[src/rtl/csq_pkg.sv]
package csq_pkg;
  typedef enum logic [1:0] {
    RESET_HOLD   = 2'd0,
    REQ_HIGH     = 2'd1,
    WAIT_ACK_LOW = 2'd2,
    IDLE_GAP     = 2'd3
  } hs_state_t;
endpackage

[src/rtl/csq_clr_stretch.sv]
module csq_clr_stretch #(
  parameter int CLR_CYCLES = 1000000
) (
  input  logic clk,
  input  logic rst_n,
  output logic clr_o,
  output logic done_o
);
  localparam int CW = $clog2(CLR_CYCLES + 1);
  localparam logic [CW-1:0] LOAD = CW'(CLR_CYCLES);

  logic [CW-1:0] remain;

  // reset holds the load value, so a repeated reset reloads the pulse
  always_ff @(posedge clk or negedge rst_n) begin
    if (!rst_n)            remain <= LOAD;
    else if (remain != '0) remain <= remain - 1'b1;
  end

  assign clr_o  = (remain != '0);
  assign done_o = ~clr_o;


  clr_never_restarts_chk: assert property (@(posedge clk) disable iff (!rst_n)
    done_o |=> done_o);

  clr_counts_down_chk: assert property (@(posedge clk) disable iff (!rst_n)
    clr_o |=> (remain == $past(remain) - 1'b1));
endmodule

[src/rtl/csq_ack_sync.sv]
module csq_ack_sync #(
  parameter int STAGES = 2
) (
  input  logic clk,
  input  logic rst_n,
  input  logic async_i,
  output logic sync_o
);
  logic [STAGES-1:0] chain;

  always_ff @(posedge clk or negedge rst_n) begin
    if (!rst_n) chain <= '0;
    else        chain <= {chain[STAGES-2:0], async_i};
  end

  assign sync_o = chain[STAGES-1];


  sync_delay_chk: assert property (@(posedge clk) disable iff (!rst_n)
    $rose(chain[0]) |=> sync_o);
endmodule

[src/rtl/csq_hs_fsm.sv]
module csq_hs_fsm
  import csq_pkg::*;
#(
  parameter int CNT_W = 16
) (
  input  logic             clk,
  input  logic             rst_n,
  input  logic             clr_done,
  input  logic             ack_s,
  output logic             req_o,
  output logic [CNT_W-1:0] count_o
);
  hs_state_t state, state_nx;

  always_comb begin
    state_nx = state;
    case (state)
      RESET_HOLD:   if (clr_done && !ack_s) state_nx = REQ_HIGH;
      REQ_HIGH:     if (ack_s)              state_nx = WAIT_ACK_LOW;
      WAIT_ACK_LOW: if (!ack_s)             state_nx = IDLE_GAP;
      IDLE_GAP:                             state_nx = REQ_HIGH;
      default:                              state_nx = RESET_HOLD;
    endcase
  end

  always_ff @(posedge clk or negedge rst_n) begin
    if (!rst_n) begin
      state   <= RESET_HOLD;
      count_o <= '0;
    end else begin
      state <= state_nx;
      if (state == WAIT_ACK_LOW && !ack_s) count_o <= count_o + 1'b1;
    end
  end

  // asynchronous reset clears state, so request drops without a clock
  assign req_o = (state == REQ_HIGH);


  no_req_in_clear_chk: assert property (@(posedge clk) disable iff (!rst_n)
    !clr_done |-> !req_o);

  req_holds_chk: assert property (@(posedge clk) disable iff (!rst_n)
    (req_o && !ack_s) |=> req_o);

  req_rise_idle_chk: assert property (@(posedge clk) disable iff (!rst_n)
    $rose(req_o) |-> !$past(ack_s));

  count_step_chk: assert property (@(posedge clk) disable iff (!rst_n)
    (count_o != $past(count_o)) |-> (count_o == $past(count_o) + 1'b1) && !req_o);
endmodule

[src/rtl/csq_led_out.sv]
module csq_led_out #(
  parameter int OBS_W = 8
) (
  input  logic             clk,
  input  logic             rst_n,
  input  logic [OBS_W-1:0] obs_i,
  output logic [OBS_W-1:0] led_n_o
);
  always_ff @(posedge clk or negedge rst_n) begin
    if (!rst_n) led_n_o <= '1;
    else        led_n_o <= ~obs_i;
  end


  led_mirror_chk: assert property (@(posedge clk) disable iff (!rst_n)
    1'b1 |=> (led_n_o ^ $past(obs_i)) == '1);
endmodule

[src/rtl/core_step_sequencer.sv]
module core_step_sequencer #(
  parameter int CLR_CYCLES = 1000000,
  parameter int OBS_W      = 8,
  parameter int CNT_W      = 16
) (
  input  logic             clk,
  input  logic             brd_rst_n,
  output logic             core_clr,
  output logic             step_req,
  input  logic             step_ack,
  input  logic [OBS_W-1:0] obs_word,
  output logic [OBS_W-1:0] led_n,
  output logic [CNT_W-1:0] step_count
);
  logic clr_done;
  logic ack_s;

  csq_clr_stretch #(.CLR_CYCLES(CLR_CYCLES)) u_clr (
    .clk(clk), .rst_n(brd_rst_n), .clr_o(core_clr), .done_o(clr_done)
  );

  csq_ack_sync #(.STAGES(2)) u_sync (
    .clk(clk), .rst_n(brd_rst_n), .async_i(step_ack), .sync_o(ack_s)
  );

  csq_hs_fsm #(.CNT_W(CNT_W)) u_fsm (
    .clk(clk), .rst_n(brd_rst_n), .clr_done(clr_done), .ack_s(ack_s),
    .req_o(step_req), .count_o(step_count)
  );

  csq_led_out #(.OBS_W(OBS_W)) u_led (
    .clk(clk), .rst_n(brd_rst_n), .obs_i(obs_word), .led_n_o(led_n)
  );
endmodule

[config.mk]
export PLATFORM = sky130hd
export DESIGN_NAME = core_step_sequencer
export DESIGN_NICKNAME = d
export VERILOG_FILES = /design/src/rtl/csq_pkg.sv /design/src/rtl/csq_clr_stretch.sv /design/src/rtl/csq_ack_sync.sv /design/src/rtl/csq_hs_fsm.sv /design/src/rtl/csq_led_out.sv /design/src/rtl/core_step_sequencer.sv
export SDC_FILE = /design/constraint.sdc
export NUM_CORES = 1
export LEC_CHECK = 0
export BUFFER_PORTS_ARGS = -buffer_cell sky130_fd_sc_hd__buf_4
export CORE_MARGIN = 3
export CORE_UTILIZATION = 50
export CTS_CLUSTER_SIZE = 40
export DETAILED_ROUTE_END_ITERATION = 8
export GPL_TIMING_DRIVEN = 0
export PLACE_DENSITY = 0.79
export SYNTH_ARGS = -nofsm -noshare
export SYNTH_HDL_FRONTEND = slang
export SYNTH_SLANG_ARGS = --single-unit
[constraint.sdc]
create_clock -name clk -period 4.6 [get_ports clk]
set_clock_uncertainty 0.05 [all_clocks]
set_input_delay 0.92 -clock clk [delete_from_list [all_inputs] [get_ports clk]]
set_output_delay 0.92 -clock clk [all_outputs]
set_load 0.03 [all_outputs]
==> impl_metrics.ini <==
[synth]
avgSynthCellArea_um2 = 11.5
synthArstFlopShare = 1.00
synth_compound_area_frac = 0.0677
synth_edf_count = 0
netlist_top_cells_count = dfrtp_1, nand2_1, dfstp_2, xnor2_1, inv_1
synth_mux_area_frac = 0.0249
synthCells = 188
synth_top_family_by_area = simple AND/OR/NAND/NOR gates
synth_area_leaders = dfrtp_1, dfstp_2, xnor2_1
synthAdderAreaFrac = 0.0405
synth_area_leader_cell = dfrtp_1
ys_seq_area_frac = 0.565
yosysWarnings = 0
synth_top_flop_cell = dfrtp_1
synth_top_area_share = 0.382
ys_seq_elements = 48
ys_types = 38
syn_nets = 206
synth-simple-area-share = 0.184
netlist_area_mm2 = 0.00216
synth_most_common_cell = dfrtp_1
synth_xor_area_frac = 0.0892

[sta]
layout_setup_ws_ns = 1.61
fmax_ghz = 0.335
post-route-period-util = 0.650
worst_slew_pin_slew_ns = 0.663
hold_viol_final = 0
rsz0062_at_grt = no
fin_crit_ns = 2.99
slew_violations = 0
setup_tns_ns = 0
slew_headroom = 0.554
setup_viol = 0

[worst_setup_path]
crit_chain = or3_1, nor4b_4, and2_4, inv_4, buf_4
worstPathArrival_ns = 2.02
cp.required_ns = 3.63
cp_slowest_stage_delay_ns = 0.46
cp-startpoint = u_clr.remain[17]
path_max_fanout = 7
cp_slowest_cell = or3_1
start_kind = flip-flop
r2r-start = u_clr.remain[17]
criticalPathCategory = reg -> out
worst_setup_path_end_kind = primary output

[outcome]
outcome = complete, no violations

[floorplanning]
die_h_um = 71.7
die_w_um = 71.7
std_cell_rows = 23
start_util = 0.529
ioPinCount = 37
die-area_mm2 = 0.00515
core_area_mm2 = 0.00409

[routing]
via_per_inst = 5.24
drt_first_pass_iters = 4
vias = 1479
highest_layer = met4
wl_per_cell_um = 13.7
ant_nets = 0
drt-met1-wl_mm = 1.67
dr_wl_met3_um = 189
drc = 0
drt_iter0_drc = 86
wl_mm = 3.85
met2_length_mm = 1.93

[layout]
layout-drive-gt1-share = 0.297
diodes = 0
syn_to_final_growth_pct = 21.0
nets = 249
fin_area_mm2 = 0.00262

[cts]
htreeDepth = 2
cts_buffer_depth = 2
cts_tree = built
cts-root-buf = clkbuf_8
cts_buffers = 5
post_cts_buffers = 0
clkSinkCount = 48
cts_resized = 0
cts_hold_buf = 0
path_clk_slew_ns = 0.09
clk_latency_ns = 0.30

[placement]
dp_hpwl_mm = 2.74
gp_congestion = 0.789
dp_slack_ns = 1.94
dpl_cell_area_mm2 = 0.00249
io_buffers = 36

[power_and_ir_drop]
power_density_mw_per_mm2 = 384
cellLeakagePower_nw = 1.36
vdd_ir_drop_max_mv = 0.359

[min_path]
hold_path.class = reg -> reg
min_from = u_sync.chain[0]

[global_route]
grt.total_usage = 0.164
grt.overflow.total = 0
grt_pass1_vias = 1484
grt_max_degree = 49
grt_pass1_wl_mm = 6.55
antenna_found_initial = 0

[run]
drv_cap = 0
[kinds of logic (layout without fill, tap and decap cells)]
logic type | Yosys count | in the layout
simple gates | 69 | 69
flops | 48 | 48
xor+xnor | 22 | 22
compound gates | 21 | 21
buf+inv | 16 | 60
fa+ha+maj | 7 | 7
mux | 5 | 5
[flip-flops by register name (all words and copies together), names as in the netlist]
register / cells
u_clr.remain: 20
u_fsm.count_o: 16
u_fsm.state: 2
u_led.led_n_o: 8
u_sync.chain: 2
[per-layer routing]
| metal | global-route usage | vias up |
|---|---|---|
| li1 | - | 726 |
| met1 | 0.203 | 711 |
| met2 | 0.273 | 35 |
| met3 | 0.0477 | 7 |
| met4 | 0.0605 | 0 |
| met5 | 0 | - |
[stage by stage]
| stage | power (mW) | utilization | instances | hold slack (ns) |
|---|---|---|---|---|
| floorplan | 0.624 | - | 188 | 0.281 |
| global placement | 0.691 | 0.610 | 274 | 0.282 |
| detailed placement | 0.700 | 0.610 | 274 | 0.306 |
| CTS | 1.02 | 0.640 | 282 | 0.327 |
| global route | 1.06 | 0.640 | 282 | 0.328 |
| finish | 1.00 | 0.640 | 282 | 0.319 |
[placed cells by master, fill, tap and decap left out, drive strengths merged, types with 8 or more instances in the layout]
| master | count |
|---|---|
| buf | 36 |
| dfrtp | 33 |
| nand2 | 17 |
| dfstp | 15 |
| xnor2 | 14 |
| inv | 14 |
| nand3 | 10 |
| nor2 | 9 |
| xor2 | 8 |
| clkbuf | 8 |
[worst paths after layout]
kind	endpoint	slack (ns)	cells after the start
setup / recovery	core_clr	1.61	5
setup reg to reg	u_fsm.state[1]	2.33	6
min in group asynchronous	u_clr.remain[1]	0.56	1
max in group asynchronous	u_led.led_n_o[3]	3.54	1
hold reg to reg	u_sync.chain[1]	0.32	0
hold / removal	u_sync.chain[1]	0.32	0
[power breakdown]
group          internal [mW]  leakage, nW  total (mW)  switching (mW)
logic                 0.0878        0.699       0.203           0.115
registers              0.456        0.601       0.484          0.0280
clock network          0.178       0.0614       0.318           0.140
[cell type report]
type / count / area [um^2]
fillers: 344 / 1470
flip-flops and latches: 48 / 1220
multi-input cells: 124 / 878
repair buffers: 36 / 270
clock buffers: 6 / 82.6
well taps: 50 / 62.6
inverters: 14 / 55.1
clock inverters: 2 / 38.8
plain buffers: 2 / 7.51
[worst max-delay path: cells and delay by family, from the launching register on]
kind / cells / cell delay (ns)
flip-flops: 1 / 0.39
buffers and inverters: 2 / 0.22
AND/OR/NAND/NOR: 3 / 1.09
(Power assumes the default switching activity.)
